<file path="src/rtl/dac_fe_pkg.sv">
package dac_fe_pkg;

    localparam int LSB_W   = 4;
    localparam int HALF_W  = 3;
    localparam int MSB_W   = 2 * HALF_W;
    localparam int CODE_W  = LSB_W + MSB_W;
    localparam int SIDE    = 1 << HALF_W;
    localparam int THERM_W = SIDE - 1;
    localparam int CELLS   = SIDE * SIDE;

    typedef logic [THERM_W-1:0] therm_t;

    typedef struct packed {
        logic [MSB_W-1:0] msb;
        logic [LSB_W-1:0] lsb;
    } code_t;

    typedef struct packed {
        therm_t row;
        therm_t col;
    } grid_t;

    // physical slot that holds the logical position k (0-based switching step)
    function automatic int slot_of_step(input int k);
        case (k)
            0:       return 5;
            1:       return 0;
            2:       return 4;
            3:       return 1;
            4:       return 6;
            5:       return 3;
            6:       return 7;
            default: return 2;
        endcase
    endfunction

    localparam int IDLE_SLOT = slot_of_step(SIDE-1) * SIDE + slot_of_step(SIDE-1);

endpackage

</file>
<file path="src/rtl/dac_therm3.sv">
module dac_therm3
    import dac_fe_pkg::*;
(
    input  logic [HALF_W-1:0] val_i,
    output therm_t            therm_o
);
    // line k-1 is high when the value reaches k
    for (genvar k = 1; k <= THERM_W; k++) begin : g_line
        assign therm_o[k-1] = (int'(val_i) >= k);
    end
endmodule

</file>
<file path="src/rtl/dac_pipe_delay.sv">
module dac_pipe_delay #(
    parameter int W     = 4,
    parameter int DEPTH = 1
) (
    input  logic         clk,
    input  logic         rst,
    input  logic [W-1:0] d_i,
    output logic [W-1:0] q_o
);
    logic [W-1:0] stage [DEPTH+1];
    assign stage[0] = d_i;

    for (genvar i = 0; i < DEPTH; i++) begin : g_stage
        always_ff @(posedge clk) begin
            if (rst) stage[i+1] <= '0;
            else     stage[i+1] <= stage[i];
        end
    end

    assign q_o = stage[DEPTH];
endmodule

</file>
<file path="src/rtl/dac_cell_array.sv">
module dac_cell_array
    import dac_fe_pkg::*;
(
    input  logic             clk,
    input  logic             rst,
    input  grid_t            grid_i,
    output logic [CELLS-1:0] on_p_o,
    output logic [CELLS-1:0] on_n_o
);
    // ge[k] is high when the value is at least k, for k = 0..SIDE
    logic [SIDE:0] row_ge;
    logic [SIDE:0] col_ge;
    assign row_ge = {1'b0, grid_i.row, 1'b1};
    assign col_ge = {1'b0, grid_i.col, 1'b1};

    for (genvar r = 0; r < SIDE; r++) begin : g_row
        for (genvar c = 0; c < SIDE; c++) begin : g_col
            localparam int SLOT = slot_of_step(r) * SIDE + slot_of_step(c);
            logic cell_on;
            assign cell_on = row_ge[r+1] | (row_ge[r] & col_ge[c+1]);

            always_ff @(posedge clk) begin
                if (rst) begin
                    on_p_o[SLOT] <= 1'b0;
                    on_n_o[SLOT] <= 1'b1;
                end else begin
                    on_p_o[SLOT] <= cell_on;
                    on_n_o[SLOT] <= ~cell_on;
                end
            end
        end
    end


    idle_off_chk: assert property (@(posedge clk) disable iff (rst)
        !on_p_o[IDLE_SLOT] && on_n_o[IDLE_SLOT]);


    cell_pair_chk: assert property (@(posedge clk) disable iff (rst)
        on_n_o == ~on_p_o);
endmodule

</file>
<file path="src/rtl/dac_seg_frontend.sv">
module dac_seg_frontend
    import dac_fe_pkg::*;
(
    input  logic              clk,
    input  logic              rst,
    input  logic [CODE_W-1:0] code_i,
    output logic [LSB_W-1:0]  bin_p_o,
    output logic [LSB_W-1:0]  bin_n_o,
    output logic [CELLS-1:0]  cell_p_o,
    output logic [CELLS-1:0]  cell_n_o
);
    // stage 1: input capture
    code_t code_q;
    always_ff @(posedge clk) begin
        if (rst) code_q <= '0;
        else     code_q <= code_t'(code_i);
    end

    // stage 2: row / column thermometer codes
    grid_t grid_d, grid_q;
    dac_therm3 u_row (.val_i(code_q.msb[MSB_W-1:HALF_W]), .therm_o(grid_d.row));
    dac_therm3 u_col (.val_i(code_q.msb[HALF_W-1:0]),     .therm_o(grid_d.col));

    always_ff @(posedge clk) begin
        if (rst) grid_q <= '0;
        else     grid_q <= grid_d;
    end

    // binary path padding to match the decode stage
    logic [LSB_W-1:0] lsb_mid;
    dac_pipe_delay #(.W(LSB_W), .DEPTH(1)) u_pad (
        .clk(clk), .rst(rst), .d_i(code_q.lsb), .q_o(lsb_mid)
    );

    // stage 3: output latches
    always_ff @(posedge clk) begin
        if (rst) begin
            bin_p_o <= '0;
            bin_n_o <= '1;
        end else begin
            bin_p_o <= lsb_mid;
            bin_n_o <= ~lsb_mid;
        end
    end

    dac_cell_array u_cells (
        .clk(clk), .rst(rst), .grid_i(grid_q),
        .on_p_o(cell_p_o), .on_n_o(cell_n_o)
    );


    row_therm_shape_chk: assert property (@(posedge clk) disable iff (rst)
        ((grid_q.row & (grid_q.row + therm_t'(1))) == '0) &&
        ((grid_q.col & (grid_q.col + therm_t'(1))) == '0));


    cell_count_chk: assert property (@(posedge clk) disable iff (rst)
        $countones(cell_p_o) == int'($past(code_q.msb, 2)));


    bin_align_chk: assert property (@(posedge clk) disable iff (rst)
        bin_p_o == $past(code_q.lsb, 2));


    bin_pair_chk: assert property (@(posedge clk) disable iff (rst)
        bin_n_o == ~bin_p_o);
endmodule

</file>
<file path="config.mk">
export PLATFORM = sky130hd
export DESIGN_NAME = dac_seg_frontend
export DESIGN_NICKNAME = d
export VERILOG_FILES = /design/src/rtl/dac_fe_pkg.sv /design/src/rtl/dac_therm3.sv /design/src/rtl/dac_pipe_delay.sv /design/src/rtl/dac_cell_array.sv /design/src/rtl/dac_seg_frontend.sv
export SDC_FILE = /design/constraint.sdc
export NUM_CORES = 1
export LEC_CHECK = 0
export CORE_MARGIN = 3
export CORE_UTILIZATION = 40
export CTS_CLUSTER_DIAMETER = 150
export CTS_CLUSTER_SIZE = 14
export DETAILED_ROUTE_END_ITERATION = 10
export HOLD_SLACK_MARGIN = 0.15
export MAX_ROUTING_LAYER = met4
export PLACE_DENSITY = 0.74
export SLEW_MARGIN = 20
export SYNTH_ARGS = -nofsm -noshare
export SYNTH_HDL_FRONTEND = slang
export SYNTH_SLANG_ARGS = --single-unit
</file>
<file path="constraint.sdc">
create_clock -name clk -period 1 [get_ports clk]
set_input_delay 0.2 -clock clk [delete_from_list [all_inputs] [get_ports clk]]
set_output_delay 0.2 -clock clk [all_outputs]
set_load 0.01 [all_outputs]
</file>
Yosys cells after proc, flatten, opt, wreduce, memory -nomap -nowiden
Index checks and enable logic that the tools add are counted.

storage, ports and cells
  flip-flop bits (word level) = 162
  input bits = 12
  output and inout bits = 136
  logic and storage cells = 309

cells by class
  $lt $le $gt $ge = 14
  bitwise operators = 162

operators by type and width
  kind                count
  $not 1->1           63
  $and 1x1->1         49
  $or 1x1->1          49
  $ge 3x3->1 const B  8
  $ge 3x2->1 const B  4
  $ge 3x1->1 const B  2
  $not 4->4           1

Longest topological paths before layout
  depth in word-level cells = 3
  mapped depth = 4
  gate-level depth less buffers = 2

By module
A second synthesis with hierarchy kept.

unflattened totals
  cells, all modules = 420
  area, all modules = 4662.0 um2

modules (own cells, without submodules)
  module            instances  cells each  area an instance (um2)  sequential area each (um2)
  dac_cell_array    1          331         3603.5                  2522.4
  dac_seg_frontend  1          67          858.3                   640.6
  dac_pipe_delay    1          8           105.1                   80.1
  dac_therm3        2          7           47.5                    0.0

Worst setup path before layout
Ideal clock, no wire load.

  path type = register to register
  start = register grid_q[1] (netlist name)
  end = register u_cells.on_n_o[0]
  data arrival time = 0.880 ns
  data required time = 0.877 ns
  path slack = -0.003 ns
  stages on the path, launching flop included = 4
  buffers on the path = 1
  period minus slack after synthesis = 1.003 ns
  path through = dfxtp_1 -> clkbuf_1 -> a21oi_1 -> or2_2

between the ends
  cells in the longest elaborated chain, start to end = 3

ends and longest elaborated chain
  what                           line                    source
  start, declared                dac_seg_frontend.sv:20  grid_t grid_d, grid_q;
  start signal, assigned         dac_seg_frontend.sv:26  else grid_q <= grid_d;
  $and 1x1->1                    dac_cell_array.sv:20    assign cell_on = row_ge[r+1] | (row_ge[r] & col_ge[c+1]);
  $or 1x1->1                     dac_cell_array.sv:20
  $not 1->1                      dac_cell_array.sv:28    on_n_o[SLOT] <= ~cell_on;
  end signal, assigned by index  dac_cell_array.sv:28
  end, declared                  dac_cell_array.sv:8     output logic [CELLS-1:0] on_n_o

No other way between the ends.
A chain may end at the register's enable or synchronous reset.

Worst setup path after layout
  start = register bin_n_o[2]
  end = output port bin_n_o[2]

RTL lines
  what                    line                    source
  start, declared         dac_seg_frontend.sv:8   output logic [LSB_W-1:0] bin_n_o,
  start signal, assigned  dac_seg_frontend.sv:42  bin_n_o <= ~lsb_mid;

No word-level cell between the ends.

==> flow_metrics.py <==
metrics = {
    "synthesis": {
        "ys_seq_elements": 162,
        "ys_seq_area_share_pct": 71.7,
        "synth_warnings": 0,
        "syn_inst": 412,
        "synth_compound_area_share_pct": 5.20,
        "synthXorXnorAreaFrac_pct": 0,
        "avgSynthCellArea_um2": 11.0,
        "synth_mux_area_share_pct": 0,
        "yosysTopAreaCellShare_pct": 71.7,
        "yosysTopAreaCell": "dfxtp_1",
        "synth-simple-area-share_pct": 18.2,
        "ys_types": 19,
        "syn-num-nets": 424,
        "synthTopCellsByArea": "dfxtp_1, nor2_1, or2_2",
        "netlist_area_um2": 4520,
        "synth_top_family_by_area": "simple AND/OR/NAND/NOR gates",
        "yosys.area_share.adder_pct": 0,
    },
    "placement": {
        "hpwl_mm": 7.23,
        "post-place-ws_ps": -64.2,
        "dp_cells": 699,
        "gp_congestion": 0.777,
        "io_buffers": 145,
    },
    "die": {
        "core_um2": 10900,
        "die_w_um": 112,
        "die_y_um": 112,
        "io_pins": 148,
        "initial_core_util_pct": 41.4,
        "num_rows": 38,
        "die_area_um2": 12600,
    },
    "cells_and_area": {
        "layout.nets": 592,
        "area_delta_synth_final_pct": 52.5,
        "drive_above_1_share_pct": 55.3,
        "antenna_cells": 0,
        "finalNonFillerCells": 733,
        "fillers": 890,
    },
    "global_routing": {
        "grt_usage_pct": 17.1,
        "grt-ovfl-total": 0,
        "antenna_found_initial": 0,
        "grt_pass1_vias": 3133,
        "grt_pass1_wl_mm": 16.2,
        "grt_max_degree": 44,
    },
    "setup_path": {
        "worstPathArrival_ps": 850,
        "r2r_cells": 3,
        "path_max_fanout": 1,
        "crit_type": "flip-flop to primary output",
        "critPathCaptureType": "primary output",
        "cpMaxStageDelayCell": "dfxtp_1",
        "critical_path.startpoint_type": "flip-flop",
        "ff2ff_setup_slack_ps": 20,
        "slowest_delay_ps": 310,
        "critPathTopFamily": "flip-flops",
        "r2r-end": "u_cells.on_n_o[29]",
        "crit_chain": "buf_2",
        "critPathBufInv": 1,
        "required_ps": 800,
        "regToRegStartpoint": "grid_q[0]",
    },
    "worst_hold_path": {
        "worstHoldPathCells": 3,
        "hold_path_class": "input port to flip-flop",
        "min_to": "grid_q[9]",
        "min_from": "rst",
    },
    "route": {
        "num_vias": 3184,
        "drt_iter0_drc": 100,
        "route.antenna.remaining_nets": 0,
        "route.detailed.drc": 0,
        "detail_route.wirelength_mm": 10.4,
        "drt_pass1_iterations": 4,
        "wire_per_inst_um": 14.2,
        "avgViaCountPerCell": 4.34,
    },
    "sta": {
        "min_period_ps": 1050,
        "rsz0062_at_grt": "yes",
        "min_period_over_period_pct": 105,
        "fmax_mhz": 948,
        "hold_viol": 0,
        "hold_ws_ps": 225,
        "drv_slew": 0,
        "setup_ws_ps": -54.9,
        "fin_skew_ps": 5.92,
        "setup_violations": 134,
    },
    "clock_tree": {
        "clock_path_buffers": 2,
        "cts_root_buf": "clkbuf_16",
        "cts.sinks": 162,
        "cts_tree": "done",
        "path_clk_slew_ps": 60,
        "postCtsSetupBuffers": 0,
        "h-tree-depth": 4,
        "clk_latency_ps": 410,
        "cts-buffers-inserted": 17,
    },
    "pwr": {
        "total_power_w": 0.0139,
        "power_density_nw_per_um2": 2020,
        "ir_worst_vdd_v": 0.00112,
        "p_leak_nw": 2.94,
    },
    "flow_run": {
        "maxCapViolCount": 0,
    },
    "outcome": {
        "violations": "setup timing",
        "status": "finished with violations",
    },
}
==> worst min-delay path, stage by stage <==
cell    delay (ps)
buf_4          160
buf_4          180
nor2_1          50
==> cells in the final DEF, fill, tap and decap left out, types with 7 or more instances in the layout <==
master	netlist	routed
nor2_1	64	64
a21oi_1	44	41
nor2b_1	25	25
buf_4	12	19
buf_12	0	9
and2_1	9	9
or2_2	38	38
dfxtp_2	0	82
clkdlybuf4s50_1	0	10
nand2_1	7	7
or2_1	11	11
buf_2	7	61
clkbuf_16	0	18
inv_1	11	11
buf_6	0	79
dfxtp_1	162	76
==> what timing repair did <==
item,CTS,global route
hold endpoints to repair,2,0
setup endpoints to repair,163,164
gates resized for setup,618,92
pin swaps,0,0
hold buffers,1,0
gates cloned,0,1
==> registers in the layout, summed over array words and instances, names as in the netlist <==
name,count
u_cells.on_p_o,63
bin_n_o,4
bin_p_o,4
code_q,10
grid_q,14
u_cells.on_n_o,63
u_pad.q_o,4
==> how the worst max path moves through the flow <==
stage | from | end | slack [ps] | cells after the start
after floorplan | grid_q[13] | u_cells.on_p_o[23] | 1 | 4
after global placement | u_cells.on_p_o[59] | cell_p_o[59] | -60 | 1
after detailed placement | u_cells.on_n_o[13] | cell_n_o[13] | -60 | 1
after CTS | bin_p_o[0] | bin_p_o[0] | -80 | 1
after global routing | u_cells.on_n_o[40] | cell_n_o[40] | -100 | 1
final | bin_n_o[2] | bin_n_o[2] | -50 | 1
==> report_power, final <==
part	internal (W)	total [W]	switching, W
registers	0.00667	0.00677	0.0000957
logic	0.000466	0.000875	0.000409
clock network	0.00381	0.00628	0.00247
==> routing by layer <==
layer  vias to the layer above  track usage [%]  share of wire (%)
met2                       101             29.4                 51
met4                         0             5.69                1.8
met3                        20             6.58                6.2
met5                         -                -                  0
met1                      1458             18.0                 41
li1                       1605                -                  -
==> kinds of logic after synthesis <==
kind of cell,after synthesis
other,2
AOI/OAI and AO/OA,46
buffers and inverters,42
and+or+nand+nor,160
DFF,162
==> through the flow <==
| stage | setup TNS [ps] | util, % | instance area [µm²] |
|---|---|---|---|
| after floorplan | 0 | - | 4530 |
| after global placement | -3270 | 57.9 | 6340 |
| after detailed placement | -4120 | 57.9 | 6340 |
| after CTS | -7550 | 60.0 | 6560 |
| after global routing | -9870 | 63.1 | 6900 |
| final | -4710 | 63.1 | 6900 |
==> cell usage after synthesis <==
master    count
buf_4        12
o21a_1        2
or2_2        38
nand2b_1      1
nand2_1       7
and3_1        2
nor2b_1      25
conb_1        2
nor2_1       64
nor3_1        2
dfxtp_1     162
clkbuf_1     11
inv_1        11
or2_1        11
and2_1        9
a21oi_1      44
clkbuf_2      1
buf_2         7
and2b_4       1
==> final cells by class <==
| cell class | instances | area, µm² | share of cell area (%) |
|---|---|---|---|
| Clock buffer | 20 | 457 | 6.62 |
| Clock inverter | 12 | 131 | 1.90 |
| Inverter | 11 | 41.3 | 0.599 |
| Multi-Input combinational cell | 208 | 1080 | 15.6 |
| Sequential cell | 162 | 3360 | 48.7 |
| Tap cell | 140 | 175 | 2.54 |
| Timing Repair Buffer | 180 | 1650 | 24.0 |
Note: power is estimated with default switching activity, not from simulation.
